===== src/rtl/pzd_pkg.sv =====
package pzd_pkg;

    typedef enum logic [1:0] {
        MODE_USER = 2'b00,
        MODE_FIQ  = 2'b01,
        MODE_IRQ  = 2'b10,
        MODE_SVC  = 2'b11
    } cpu_mode_e;

    function automatic logic is_unprivileged(input cpu_mode_e m);
        return m == MODE_USER;
    endfunction

endpackage


===== src/rtl/pzd_access_check.sv =====
module pzd_access_check
    import pzd_pkg::*;
#(
    parameter int          ADDR_W     = 26,
    parameter int unsigned PRIV_LIMIT = 32'h0200_0000
) (
    input  logic              valid_i,
    input  logic [ADDR_W-1:0] addr_i,
    input  logic              word_i,
    input  logic [1:0]        mode_i,
    output logic [ADDR_W-1:0] addr_al_o,
    output logic              abort_o
);

    localparam logic [ADDR_W-1:0] LIMIT_A = ADDR_W'(PRIV_LIMIT);

    cpu_mode_e mode;

    always_comb begin
        mode = cpu_mode_e'(mode_i);
        if (word_i) begin
            addr_al_o = {addr_i[ADDR_W-1:2], 2'b00};
        end else begin
            addr_al_o = addr_i;
        end
        abort_o = valid_i && is_unprivileged(mode) && (addr_al_o < LIMIT_A);
    end

endmodule


===== src/rtl/pzd_zone_table.sv =====
module pzd_zone_table #(
    parameter int IDX_W        = 5,
    parameter int ZONE_W       = 3,
    parameter int DEFAULT_ZONE = 0
) (
    input  logic              clk,
    input  logic              rst_n,
    input  logic              wr_en_i,
    input  logic [IDX_W-1:0]  wr_idx_i,
    input  logic [ZONE_W-1:0] wr_zone_i,
    input  logic [IDX_W-1:0]  rd_idx_i,
    output logic [ZONE_W-1:0] rd_zone_o
);

    localparam int                DEPTH = 1 << IDX_W;
    localparam logic [ZONE_W-1:0] DEF_Z = ZONE_W'(DEFAULT_ZONE);

    typedef struct packed {
        logic [DEPTH-1:0][ZONE_W-1:0] ent;
    } tab_state_t;

    tab_state_t state_d, state_q;

    always_comb begin
        state_d = state_q;
        if (wr_en_i) begin
            state_d.ent[wr_idx_i] = wr_zone_i;
        end
    end

    always_ff @(posedge clk or negedge rst_n) begin
        if (!rst_n) begin
            state_q.ent <= {DEPTH{DEF_Z}};
        end else begin
            state_q <= state_d;
        end
    end

    assign rd_zone_o = state_q.ent[rd_idx_i];

endmodule


===== src/rtl/pzd_ctrl_capture.sv =====
module pzd_ctrl_capture #(
    parameter int ZONE_W     = 3,
    parameter int CTRL_ZONE  = 1,
    parameter int SEL_W      = 3
) (
    input  logic              clk,
    input  logic              rst_n,
    input  logic              valid_i,
    input  logic              write_i,
    input  logic              abort_i,
    input  logic [ZONE_W-1:0] zone_i,
    input  logic [SEL_W-1:0]  sel_bits_i,
    input  logic              os_bit_i,
    output logic              os_mode_o
);

    localparam logic [ZONE_W-1:0] CTRL_Z = ZONE_W'(CTRL_ZONE);

    typedef struct packed {
        logic os_mode;
    } cap_state_t;

    cap_state_t state_d, state_q;
    logic       hit;

    always_comb begin
        hit = valid_i && write_i && !abort_i && (zone_i == CTRL_Z) && (&sel_bits_i);
        state_d = state_q;
        if (hit) begin
            state_d.os_mode = os_bit_i;
        end
    end

    always_ff @(posedge clk or negedge rst_n) begin
        if (!rst_n) begin
            state_q <= '0;
        end else begin
            state_q <= state_d;
        end
    end

    assign os_mode_o = state_q.os_mode;

endmodule


===== src/rtl/priv_zone_decoder.sv =====
module priv_zone_decoder #(
    parameter int          ADDR_W       = 26,
    parameter int          ZONE_W       = 3,
    parameter int          IDX_W        = 5,
    parameter int          IDX_LO       = 21,
    parameter int unsigned PRIV_LIMIT   = 32'h0200_0000,
    parameter int          CTRL_ZONE    = 1,
    parameter int          DEFAULT_ZONE = 0,
    parameter int          SEL_LO       = 17,
    parameter int          SEL_W        = 3,
    parameter int          OS_BIT       = 12
) (
    input  logic              clk,
    input  logic              rst_n,
    input  logic              req_valid,
    input  logic [ADDR_W-1:0] req_addr,
    input  logic              req_write,
    input  logic              req_word,
    input  logic [1:0]        req_mode,
    input  logic              cfg_we,
    input  logic              cfg_sel,
    input  logic [IDX_W-1:0]  cfg_idx,
    input  logic [ZONE_W-1:0] cfg_zone,
    output logic              abort_o,
    output logic [ZONE_W-1:0] zone_o,
    output logic [ADDR_W-1:0] addr_o,
    output logic              os_mode_o
);

    localparam int N_TAB = 2;

    logic [ADDR_W-1:0] addr_al;
    logic              abort;
    logic [ZONE_W-1:0] tab_zone [N_TAB];
    logic [IDX_W-1:0]  zone_idx;

    pzd_access_check #(
        .ADDR_W     (ADDR_W),
        .PRIV_LIMIT (PRIV_LIMIT)
    ) i_check (
        .valid_i   (req_valid),
        .addr_i    (req_addr),
        .word_i    (req_word),
        .mode_i    (req_mode),
        .addr_al_o (addr_al),
        .abort_o   (abort)
    );

    assign zone_idx = addr_al[IDX_LO +: IDX_W];

    for (genvar t = 0; t < N_TAB; t++) begin : g_tab
        pzd_zone_table #(
            .IDX_W        (IDX_W),
            .ZONE_W       (ZONE_W),
            .DEFAULT_ZONE (DEFAULT_ZONE)
        ) i_tab (
            .clk       (clk),
            .rst_n     (rst_n),
            .wr_en_i   (cfg_we && (cfg_sel == 1'(t))),
            .wr_idx_i  (cfg_idx),
            .wr_zone_i (cfg_zone),
            .rd_idx_i  (zone_idx),
            .rd_zone_o (tab_zone[t])
        );
    end

    assign zone_o  = tab_zone[req_write];
    assign abort_o = abort;
    assign addr_o  = addr_al;

    pzd_ctrl_capture #(
        .ZONE_W    (ZONE_W),
        .CTRL_ZONE (CTRL_ZONE),
        .SEL_W     (SEL_W)
    ) i_cap (
        .clk        (clk),
        .rst_n      (rst_n),
        .valid_i    (req_valid),
        .write_i    (req_write),
        .abort_i    (abort),
        .zone_i     (tab_zone[1]),
        .sel_bits_i (addr_al[SEL_LO +: SEL_W]),
        .os_bit_i   (addr_al[OS_BIT]),
        .os_mode_o  (os_mode_o)
    );

endmodule


===== config.mk =====
export PLATFORM = sky130hd
export DESIGN_NAME = priv_zone_decoder
export DESIGN_NICKNAME = d
export VERILOG_FILES = /design/src/rtl/pzd_pkg.sv /design/src/rtl/pzd_access_check.sv /design/src/rtl/pzd_zone_table.sv /design/src/rtl/pzd_ctrl_capture.sv /design/src/rtl/priv_zone_decoder.sv
export SDC_FILE = /design/constraint.sdc
export NUM_CORES = 1
export LEC_CHECK = 0
export BUFFER_PORTS_ARGS = -buffer_cell sky130_fd_sc_hd__buf_2
export CAP_MARGIN = 15
export CORE_UTILIZATION = 45
export CTS_BUF_LIST = sky130_fd_sc_hd__clkbuf_8
export DETAILED_ROUTE_END_ITERATION = 8
export PLACE_DENSITY_LB_ADDON = 0.05
export SLEW_MARGIN = 20
export SYNTH_ARGS = -nofsm -noshare
export SYNTH_HDL_FRONTEND = slang
export SYNTH_SLANG_ARGS = --single-unit

===== constraint.sdc =====
create_clock -name clk -period 5.9 [get_ports clk]
set_input_delay 0 -clock clk [delete_from_list [all_inputs] [get_ports clk]]
set_output_delay 0 -clock clk [all_outputs]
set_load 0.02 [all_outputs]

==> results.toml <==
[clock_network]
postCtsSetupRepairBufs = 0
cts.sinks = 193
clock_latency_ns = 0.47
cts_tree = "done"
cts_resized = 0
clkTransAtPathRegs_ns = 0.10
cts_buffer_depth = 2
cts_hold_buffers = 3
cts_inserted_buffers = 17
h-tree-depth = 4
root_buffer = "clkbuf_8"

[global_routing]
antenna_found_initial = 0
gr-total-overflow = 0
grt_first_pass_wirelength_um = 34900
grt_pass1_vias = 5767
grt_max_degree = 75
grtUsageTotal = 0.220

[timing]
worst_pin_slew_ns = 0.982
fin_crit_ns = 3.38
drv_slew = 0
final.setup.worst_slack_ns = 2.52
finalHoldViolations = 0
finalSetupTns_ns = 0
fin_crit_sh = 0.573
maxSlewHeadroom = 0.346
clock.fmax_mhz = 296
skew_ns = 0.0107
grt_setup_unrepaired = "no"
hold-worst-slack_ns = 0.00000884
finalSetupViolCount = 0

[routing]
drc = 0
via_per_inst = 5.72
detail_route.wl_per_cell_um = 23.6
ant_nets = 0
drt-total-wl_um = 21800
vias = 5281
dr.pass1.iters = 5
drt_iter0_drc = 231

[synthesis]
ys_async_sr_fraction = 1.00
ys_seq_area_frac = 0.521
syn_area_um2 = 9260
synth_top_flop_cell = "dfrtp_1"
syn-num-nets = 673
synth_edf_count = 0
ys_types = 27
ys_ff_latch = 193
synth_warnings = 0
synth.avg_cell_area_um2 = 14.7
syn_inst = 630

[floorplanning]
ioPinCount = 74
dieArea_um2 = 21200
start_util = 0.458
core_um2 = 20200
chipWidth_um = 145
dieHeight_um = 145
row_count = 52

[critical_path]
critPathRequiredTime_ns = 6.26
end_kind = "register"
crit_arrival_ns = 3.74
path_class = "primary input to register"
crit_fanout = 20
critPathLaunchType = "primary input"

[finish]
drive_above_1_share = 0.513
final_util = 0.493
fin_cells = 923
final_area_um2 = 9970
final_common_cell = "mux2_2"
antenna_cells = 0
final_cell_mix = "mux2_2 (194), dfrtp_1 (193), mux4_2 (57), nor2_1 (53), buf_2 (42)"
fin_nets = 683
fill_cells = 1757
areaGrowthSynthToFinish_pct = 7.58

[pwr]
irDropWorstVdd_v = 0.000153
power_mw = 2.92
p_per_area_nw_per_um2 = 294
p_leak_nw = 4.51

[placed_design]
place_area_um2 = 9540
io_buffers = 43
dp_cells = 888
hpwl_um = 14600
place.gp.congestion = 0.771
place_ws_ns = 2.55

[flow_run]
drv_cap = 0

[status]
status = "completed"

[min_path]
hold_class = "primary input to output port"
-- worst paths after layout --
path,start,endpoint,slack (ns),depth (start not counted)
setup / recovery,req_addr[22],i_cap.os_mode_o,2.52,9
hold / removal,req_addr[6],addr_o[6],0.000009,0
setup reg to reg,g_tab[1].i_tab.state_q[55],i_cap.os_mode_o,2.61,7
hold reg to reg,g_tab[0].i_tab.state_q[86],g_tab[0].i_tab.state_q[86],0.51,1
max in group asynchronous,rst_n,i_cap.os_mode_o,4.47,3
min in group asynchronous,rst_n,g_tab[0].i_tab.state_q[4],0.06,2
-- critical path, stage by stage --
cell	delay, ns
buf_2	0.43
buf_4	0.43
mux4_2	0.55
mux4_2	0.49
mux2_2	0.29
or4_1	0.52
nor2_1	0.12
mux2_1	0.32
dlygate4sd3_1	0.56
-- final cells by class --
| class | instances | area (um2) | share of cell area |
|---|---|---|---|
| Multi-Input combinational cell | 374 | 4090 | 0.410 |
| Sequential cell | 193 | 4830 | 0.485 |
| Tap cell | 270 | 338 | 0.0339 |
| Timing Repair Buffer | 54 | 312 | 0.0313 |
| Clock buffer | 18 | 248 | 0.0249 |
| Clock inverter | 14 | 150 | 0.0151 |
-- power breakdown --
part / internal (mW) / switching (mW) / leakage, nW
Combinational: 0.261 / 0.199 / 1.75
Clock: 0.361 / 0.510 / 0.202
Sequential: 1.50 / 0.0980 / 2.56
-- flip-flops by register name, indices dropped and copies added (netlist names) --
name / flops
i_cap.os_mode_o: 1
g_tab.i_tab.state_q: 192
-- cells in the mapped netlist, types with 6 or more instances --
master	n	share of area
mux2_2	194	0.24
dfrtp_1	193	0.52
mux4_2	57	0.14
nor2_1	53	0.021
clkbuf_1	26	0.011
buf_4	25	0.020
nand2_1	23	0.0093
buf_1	10	0.0041
mux2i_1	8	0.0086
nand3_1	6	0.0032
nor2b_1	6	0.0041
-- metal layers --
| metal | part of all wire | up-vias | global-route usage |
|---|---|---|---|
| met5 | 0 | - | 0 |
| met4 | 0.012 | 0 | 0.0705 |
| met3 | 0.041 | 31 | 0.0414 |
| met2 | 0.50 | 113 | 0.359 |
| met1 | 0.44 | 2840 | 0.300 |
| li1 | - | 2297 | - |
-- cells by family (layout without fill, tap and decap cells) --
kind of cell,after synthesis,in the layout,share of synthesized area
AOI/OAI and AO/OA,5,5,0.00351
buffers and inverters,63,86,0.0373
DFF,193,193,0.521
muxes,260,260,0.384
and+or+nand+nor,109,109,0.0536
Power figures use the tool's default switching activity.
